[src/rtl/pls_pkg.sv]
package pls_pkg;
    localparam int unsigned PLS_N_W   = 10;
    localparam int unsigned PLS_A_W   = 7;
    localparam int unsigned PLS_N_MIN = 3;
endpackage

[src/rtl/pls_cfg_guard.sv]
module pls_cfg_guard #(
    parameter int unsigned N_W   = pls_pkg::PLS_N_W,
    parameter int unsigned A_W   = pls_pkg::PLS_A_W,
    parameter int unsigned N_MIN = pls_pkg::PLS_N_MIN
) (
    input  logic [N_W-1:0] n_raw,
    input  logic [A_W-1:0] a_raw,
    output logic [N_W-1:0] n_eff,
    output logic [A_W-1:0] a_eff,
    output logic           bad
);
    localparam logic [N_W-1:0] N_FLOOR = N_W'(N_MIN);

    logic [N_W-1:0] a_wide;
    logic           n_low;
    logic           a_high;

    always_comb begin
        a_wide = N_W'(a_raw);
        n_low  = (n_raw < N_FLOOR);
        n_eff  = n_low ? N_FLOOR : n_raw;
        a_high = (a_wide > n_eff);
        a_eff  = a_high ? A_W'(n_eff) : a_raw;
        bad    = n_low | a_high;
    end

    // corrected swallow value never exceeds corrected main value
    always_comb begin
        assert_eff_order_R6: assert (N_W'(a_eff) <= n_eff);
    end
endmodule

[src/rtl/pls_count_core.sv]
module pls_count_core #(
    parameter int unsigned N_W = pls_pkg::PLS_N_W,
    parameter int unsigned A_W = pls_pkg::PLS_A_W
) (
    input  logic           clk,
    input  logic           rst_n,
    input  logic           tick,
    input  logic [N_W-1:0] n_load,
    input  logic [A_W-1:0] a_load,
    input  logic           bad_load,
    output logic           mc,
    output logic           fv,
    output logic           err
);
    typedef struct packed {
        logic [N_W-1:0] n_cnt;
        logic [A_W-1:0] a_cnt;
        logic           mc;
        logic           fv;
        logic           err;
        logic           live;
    } core_state_t;

    localparam logic [N_W-1:0] N_ONE = N_W'(1);

    core_state_t st_q, st_d;

    always_comb begin
        st_d = st_q;
        if (!st_q.live || (tick && st_q.n_cnt == N_ONE)) begin
            st_d.n_cnt = n_load;
            st_d.a_cnt = a_load;
            st_d.mc    = (a_load == '0);
            st_d.err   = bad_load;
            st_d.fv    = st_q.live;
            st_d.live  = 1'b1;
        end else if (tick) begin
            st_d.n_cnt = st_q.n_cnt - N_ONE;
            if (st_q.a_cnt != '0) begin
                st_d.a_cnt = st_q.a_cnt - A_W'(1);
            end
            st_d.mc = (st_d.a_cnt == '0);
            st_d.fv = 1'b0;
        end
    end

    always_ff @(posedge clk) begin
        if (!rst_n) begin
            st_q <= '0;
        end else begin
            st_q <= st_d;
        end
    end

    assign mc  = st_q.mc;
    assign fv  = st_q.fv;
    assign err = st_q.err;

    // swallow count bounded by main count
    assert_cnt_order_R6: assert property (@(posedge clk) disable iff (!rst_n)
        st_q.live |-> (N_W'(st_q.a_cnt) <= st_q.n_cnt));
    // main count never empty once running
    assert_n_nonzero_R7: assert property (@(posedge clk) disable iff (!rst_n)
        st_q.live |-> (st_q.n_cnt != '0));
    // modulus line drops only at a reload
    assert_mc_fall_reload_R3: assert property (@(posedge clk) disable iff (!rst_n)
        $fell(st_q.mc) |-> st_q.fv);
    // counters hold between strobes
    assert_hold_no_tick_R8: assert property (@(posedge clk) disable iff (!rst_n)
        (st_q.live && !tick) |=> ($stable(st_q.n_cnt) && $stable(st_q.a_cnt)));
    // feedback pulse ends at the next strobe
    assert_fv_single_R9: assert property (@(posedge clk) disable iff (!rst_n)
        (st_q.fv && tick) |=> !st_q.fv);
endmodule

[src/rtl/pls_divider_ctrl.sv]
module pls_divider_ctrl #(
    parameter int unsigned N_W   = pls_pkg::PLS_N_W,
    parameter int unsigned A_W   = pls_pkg::PLS_A_W,
    parameter int unsigned N_MIN = pls_pkg::PLS_N_MIN
) (
    input  logic           clk,
    input  logic           rst_n,
    input  logic           pre_tick,
    input  logic [N_W-1:0] n_set,
    input  logic [A_W-1:0] a_set,
    output logic           mod_sel,
    output logic           fb_pulse,
    output logic           cfg_bad
);
    logic [N_W-1:0] n_fix;
    logic [A_W-1:0] a_fix;
    logic           fix_bad;

    pls_cfg_guard #(.N_W(N_W), .A_W(A_W), .N_MIN(N_MIN)) u_guard (
        .n_raw (n_set),
        .a_raw (a_set),
        .n_eff (n_fix),
        .a_eff (a_fix),
        .bad   (fix_bad)
    );

    pls_count_core #(.N_W(N_W), .A_W(A_W)) u_core (
        .clk      (clk),
        .rst_n    (rst_n),
        .tick     (pre_tick),
        .n_load   (n_fix),
        .a_load   (a_fix),
        .bad_load (fix_bad),
        .mc       (mod_sel),
        .fv       (fb_pulse),
        .err      (cfg_bad)
    );
endmodule

[config.mk]
export PLATFORM = sky130hd
export DESIGN_NAME = pls_divider_ctrl
export DESIGN_NICKNAME = d
export VERILOG_FILES = /design/src/rtl/pls_pkg.sv /design/src/rtl/pls_cfg_guard.sv /design/src/rtl/pls_count_core.sv /design/src/rtl/pls_divider_ctrl.sv
export SDC_FILE = /design/constraint.sdc
export NUM_CORES = 1
export LEC_CHECK = 0
export BUFFER_PORTS_ARGS = -buffer_cell sky130_fd_sc_hd__buf_2
export CAP_MARGIN = 20
export CORE_AREA = 3 3 58 60
export DETAILED_ROUTE_END_ITERATION = 6
export DIE_AREA = 0 0 61 63
export PLACE_DENSITY = 0.74
export SLEW_MARGIN = 10
export SYNTH_ARGS = -nofsm -noshare
export SYNTH_HDL_FRONTEND = slang
export SYNTH_HIERARCHICAL = 1
export SYNTH_SLANG_ARGS = --single-unit
[constraint.sdc]
create_clock -name clk -period 3.8 [get_ports clk]
set_clock_uncertainty 0.1 [all_clocks]
set_input_delay 0.76 -clock clk [delete_from_list [all_inputs] [get_ports clk]]
set_output_delay 0.76 -clock clk [all_outputs]
set_load 0.1 [all_outputs]
==> results.toml <==
[setup_path]
crit_path_end = "u_core/mc$_SDFFE_PN0P_"
worst-r2r-setup-slack_ns = 1.68
crit_path_end_kind = "register"
regToRegStartpoint = "u_core/st_q[12]$_SDFFE_PN0P_"
start_kind = "input pin"
cp_max_fo = 8
ff2ff_path_depth = 7
crit_required_ns = 3.91
rr_endpoint = "u_core/mc$_SDFFE_PN0P_"
arrival_ns = 3.44
critPathKind = "input pin to register"
cp-startpoint = "n_set[7]"

[cts]
cts_setup_buffers = 0
clkSinkCount = 21
cts_buffer_depth = 2
worstSkewPairLatency_ns = 0.30
cts_hold_buf = 0
cts-root-buf = "clkbuf_4"
cts_tree = "yes"
clkTransAtPathRegs_ns = 0.13
cts_resized = 0
numCtsBuffers = 3
cts-htree-levels = 1

[yosys]
seq_area_frac_synth = 0.256
ys.flop_type = "dfxtp_1"
yosysTopAreaCell = "dfxtp_1"
avgSynthCellArea_sq_um = 8.03
synth_nets = 235
ys_warn_count = 6
synth_edf_count = 0
yosys.area.top_type_share = 0.256
netlist_area_sq_mm = 0.00164
synth-async-reset-ratio = 0
synth_area_leaders = "dfxtp_1 (26%), ha_1 (8.4%), mux2_2 (4.8%)"
syn_inst = 204
synth_cell_types = 50
synth-seq-cells = 21

[sta]
min_period_ns = 3.33
max_slew_margin = 0.633
hold_viol = 0
setup_viol_count_final = 0
worstMarginPinSlew_ns = 0.547
setup_tns_ns = 0
finalCritPeriodShare = 0.876
layout_setup_ws_ns = 0.471
max_freq_mhz = 300
rsz0062_at_grt = "no"
slew_violations = 0

[drt]
antenna_left = 0
routedWlPerCell_um = 16.0
first_pass_iters = 4
remaining_drc_errors = 0
routed-via-count = 1530
drt_wl_total_um = 3970
drt_iter0_drc = 86
avgViaCountPerCell = 6.17

[power]
ir_worst_vdd_mv = 0.176
p_leak_nw = 0.739
p_per_area_mw_per_mm2 = 322

[grt]
grt_start_max_net_pins = 23
antenna_found_initial = 0
grt_pass1_vias = 1490
grt-ovfl-total = 0
grt_pass1_wl_um = 6680
grt_util_all_layers = 0.218

[hold_path]
hold_path_depth = 2
min-delay-path-class = "register to register"

[die]
die_area_sq_mm = 0.00384
chipHeight_um = 63
fp.coreArea_sq_mm = 0.00298
start_util = 0.550
core.rowCount = 20
fp.dieW_um = 61
io_pins = 23

[placement]
io_buffers = 22
dp_slack_ns = 0.143
dpl.hpwl_um = 3050
gp_congestion = 0.863
placed_area_sq_mm = 0.00173

[run_status]
status = "finished, final reports clean"

[cells_and_area]
antenna_cells = 0
syn_to_final_growth_pct = 7.10
final_area_sq_mm = 0.00176
finish.net_count = 247
layout-drive-gt1-share = 0.200

[run]
maxCapViolCount = 0
-- layout by cell type, fill, tap and decap left out, drive strengths merged, types with 5 or more instances in the layout --
cell type  netlist  final
buf              6     24
dfxtp           21     21
nor2            20     20
nand2           16     16
inv             14     14
a21oi           12     12
ha              11     11
a211oi           9      9
nand3            8      8
mux2             7      7
xor2             5      5
o21ai            5      5
nor4             5      5
-- layout make-up --
type                       count  area (sq um)
clock buffer                   3          22.5
clock inverter                 1          5.00
fill                         281          1220
inverter                      16          60.1
multi-input combinational    150          1080
sequential                    21           420
tap                           33          41.3
timing repair buffer          24           125
-- where the power goes --
part / leakage, nW / internal, W / switching [W] / total (W)
Combinational: 0.548 / 0.0000817 / 0.000107 / 0.000188
Sequential: 0.174 / 0.000238 / 0.0000264 / 0.000264
Clock: 0.0177 / 0.0000392 / 0.0000730 / 0.000112
-- worst min-delay path by stage --
| stage | endpoint | slack (ns) | start |
|---|---|---|---|
| after floorplan | u_core/st_q[14]$_SDFFE_PN0P_ | 0.36 | u_core/st_q[14]$_SDFFE_PN0P_ |
| after global placement | u_core/err$_SDFFE_PN0P_ | 0.34 | u_core/err$_SDFFE_PN0P_ |
| after detailed placement | u_core/err$_SDFFE_PN0P_ | 0.35 | u_core/err$_SDFFE_PN0P_ |
| after CTS | u_core/err$_SDFFE_PN0P_ | 0.37 | u_core/err$_SDFFE_PN0P_ |
| after global routing | u_core/err$_SDFFE_PN0P_ | 0.40 | u_core/err$_SDFFE_PN0P_ |
| final | u_core/err$_SDFFE_PN0P_ | 0.38 | u_core/err$_SDFFE_PN0P_ |
-- cell usage after synthesis (2+ instances only) --
cell type	number
clkbuf_1	11
xnor2_1	4
mux2_2	7
nand3_1	8
o21ai_0	4
and2_1	2
inv_1	14
a211oi_1	9
nand4_1	2
a22oi_1	2
dfxtp_1	21
xor2_1	5
buf_2	5
nor3_1	4
clkinv_1	2
a221oi_1	2
nor2b_1	2
nand2_1	16
o211ai_1	3
a311oi_1	3
ha_1	11
nor4_4	2
o41ai_1	2
a21oi_1	12
nor3b_1	2
nor2_1	20
mux2i_1	2
nor4_1	3
and3_1	2
o31ai_1	2
-- worst max-delay path, cell delays in order --
cell,delay [ns]
buf_2,0.10
nor3_1,0.31
nand3_1,0.18
nand2b_1,0.15
inv_1,0.06
ha_1,0.30
nor2b_1,0.15
o21ai_2,0.12
o211ai_2,0.13
o2111ai_4,0.18
mux2_2,0.40
nor4_1,0.27
a31oi_1,0.12
a221oi_1,0.24
-- registers in the layout, indices dropped and copies added, names as in the netlist --
signal and count:
u_core/st_q 18, u_core/fv 1, u_core/mc 1, u_core/err 1
-- metal layers --
| metal | up-vias | GRT usage | routed length, um |
|---|---|---|---|
| li1 | 760 | - | - |
| met3 | 4 | 0.0269 | 158 |
| met1 | 733 | 0.291 | 1740 |
| met4 | 0 | 0.0407 | 29 |
| met5 | - | 0 | 0 |
| met2 | 33 | 0.369 | 2040 |
-- stage by stage --
| step | power, W | cells | hold WS [ns] | util |
|---|---|---|---|---|
| after floorplan | 0.000411 | 204 | 0.364 | - |
| after global placement | 0.000446 | 244 | 0.338 | 0.580 |
| after detailed placement | 0.000455 | 244 | 0.347 | 0.580 |
| after CTS | 0.000566 | 248 | 0.366 | 0.589 |
| after global routing | 0.000600 | 248 | 0.398 | 0.589 |
| final | 0.000565 | 248 | 0.378 | 0.589 |
-- cell families after synthesis --
group                    share of synthesized area
AO/OA/AOI/OAI                                0.235
XOR/XNOR                                    0.0481
adder cells (fa/ha/maj)                     0.0840
buffers and inverters                       0.0840
flip-flops                                   0.256
multiplexers                                0.0603
AND/OR/NAND/NOR                              0.232
Note: power is estimated with default switching activity, not from simulation.
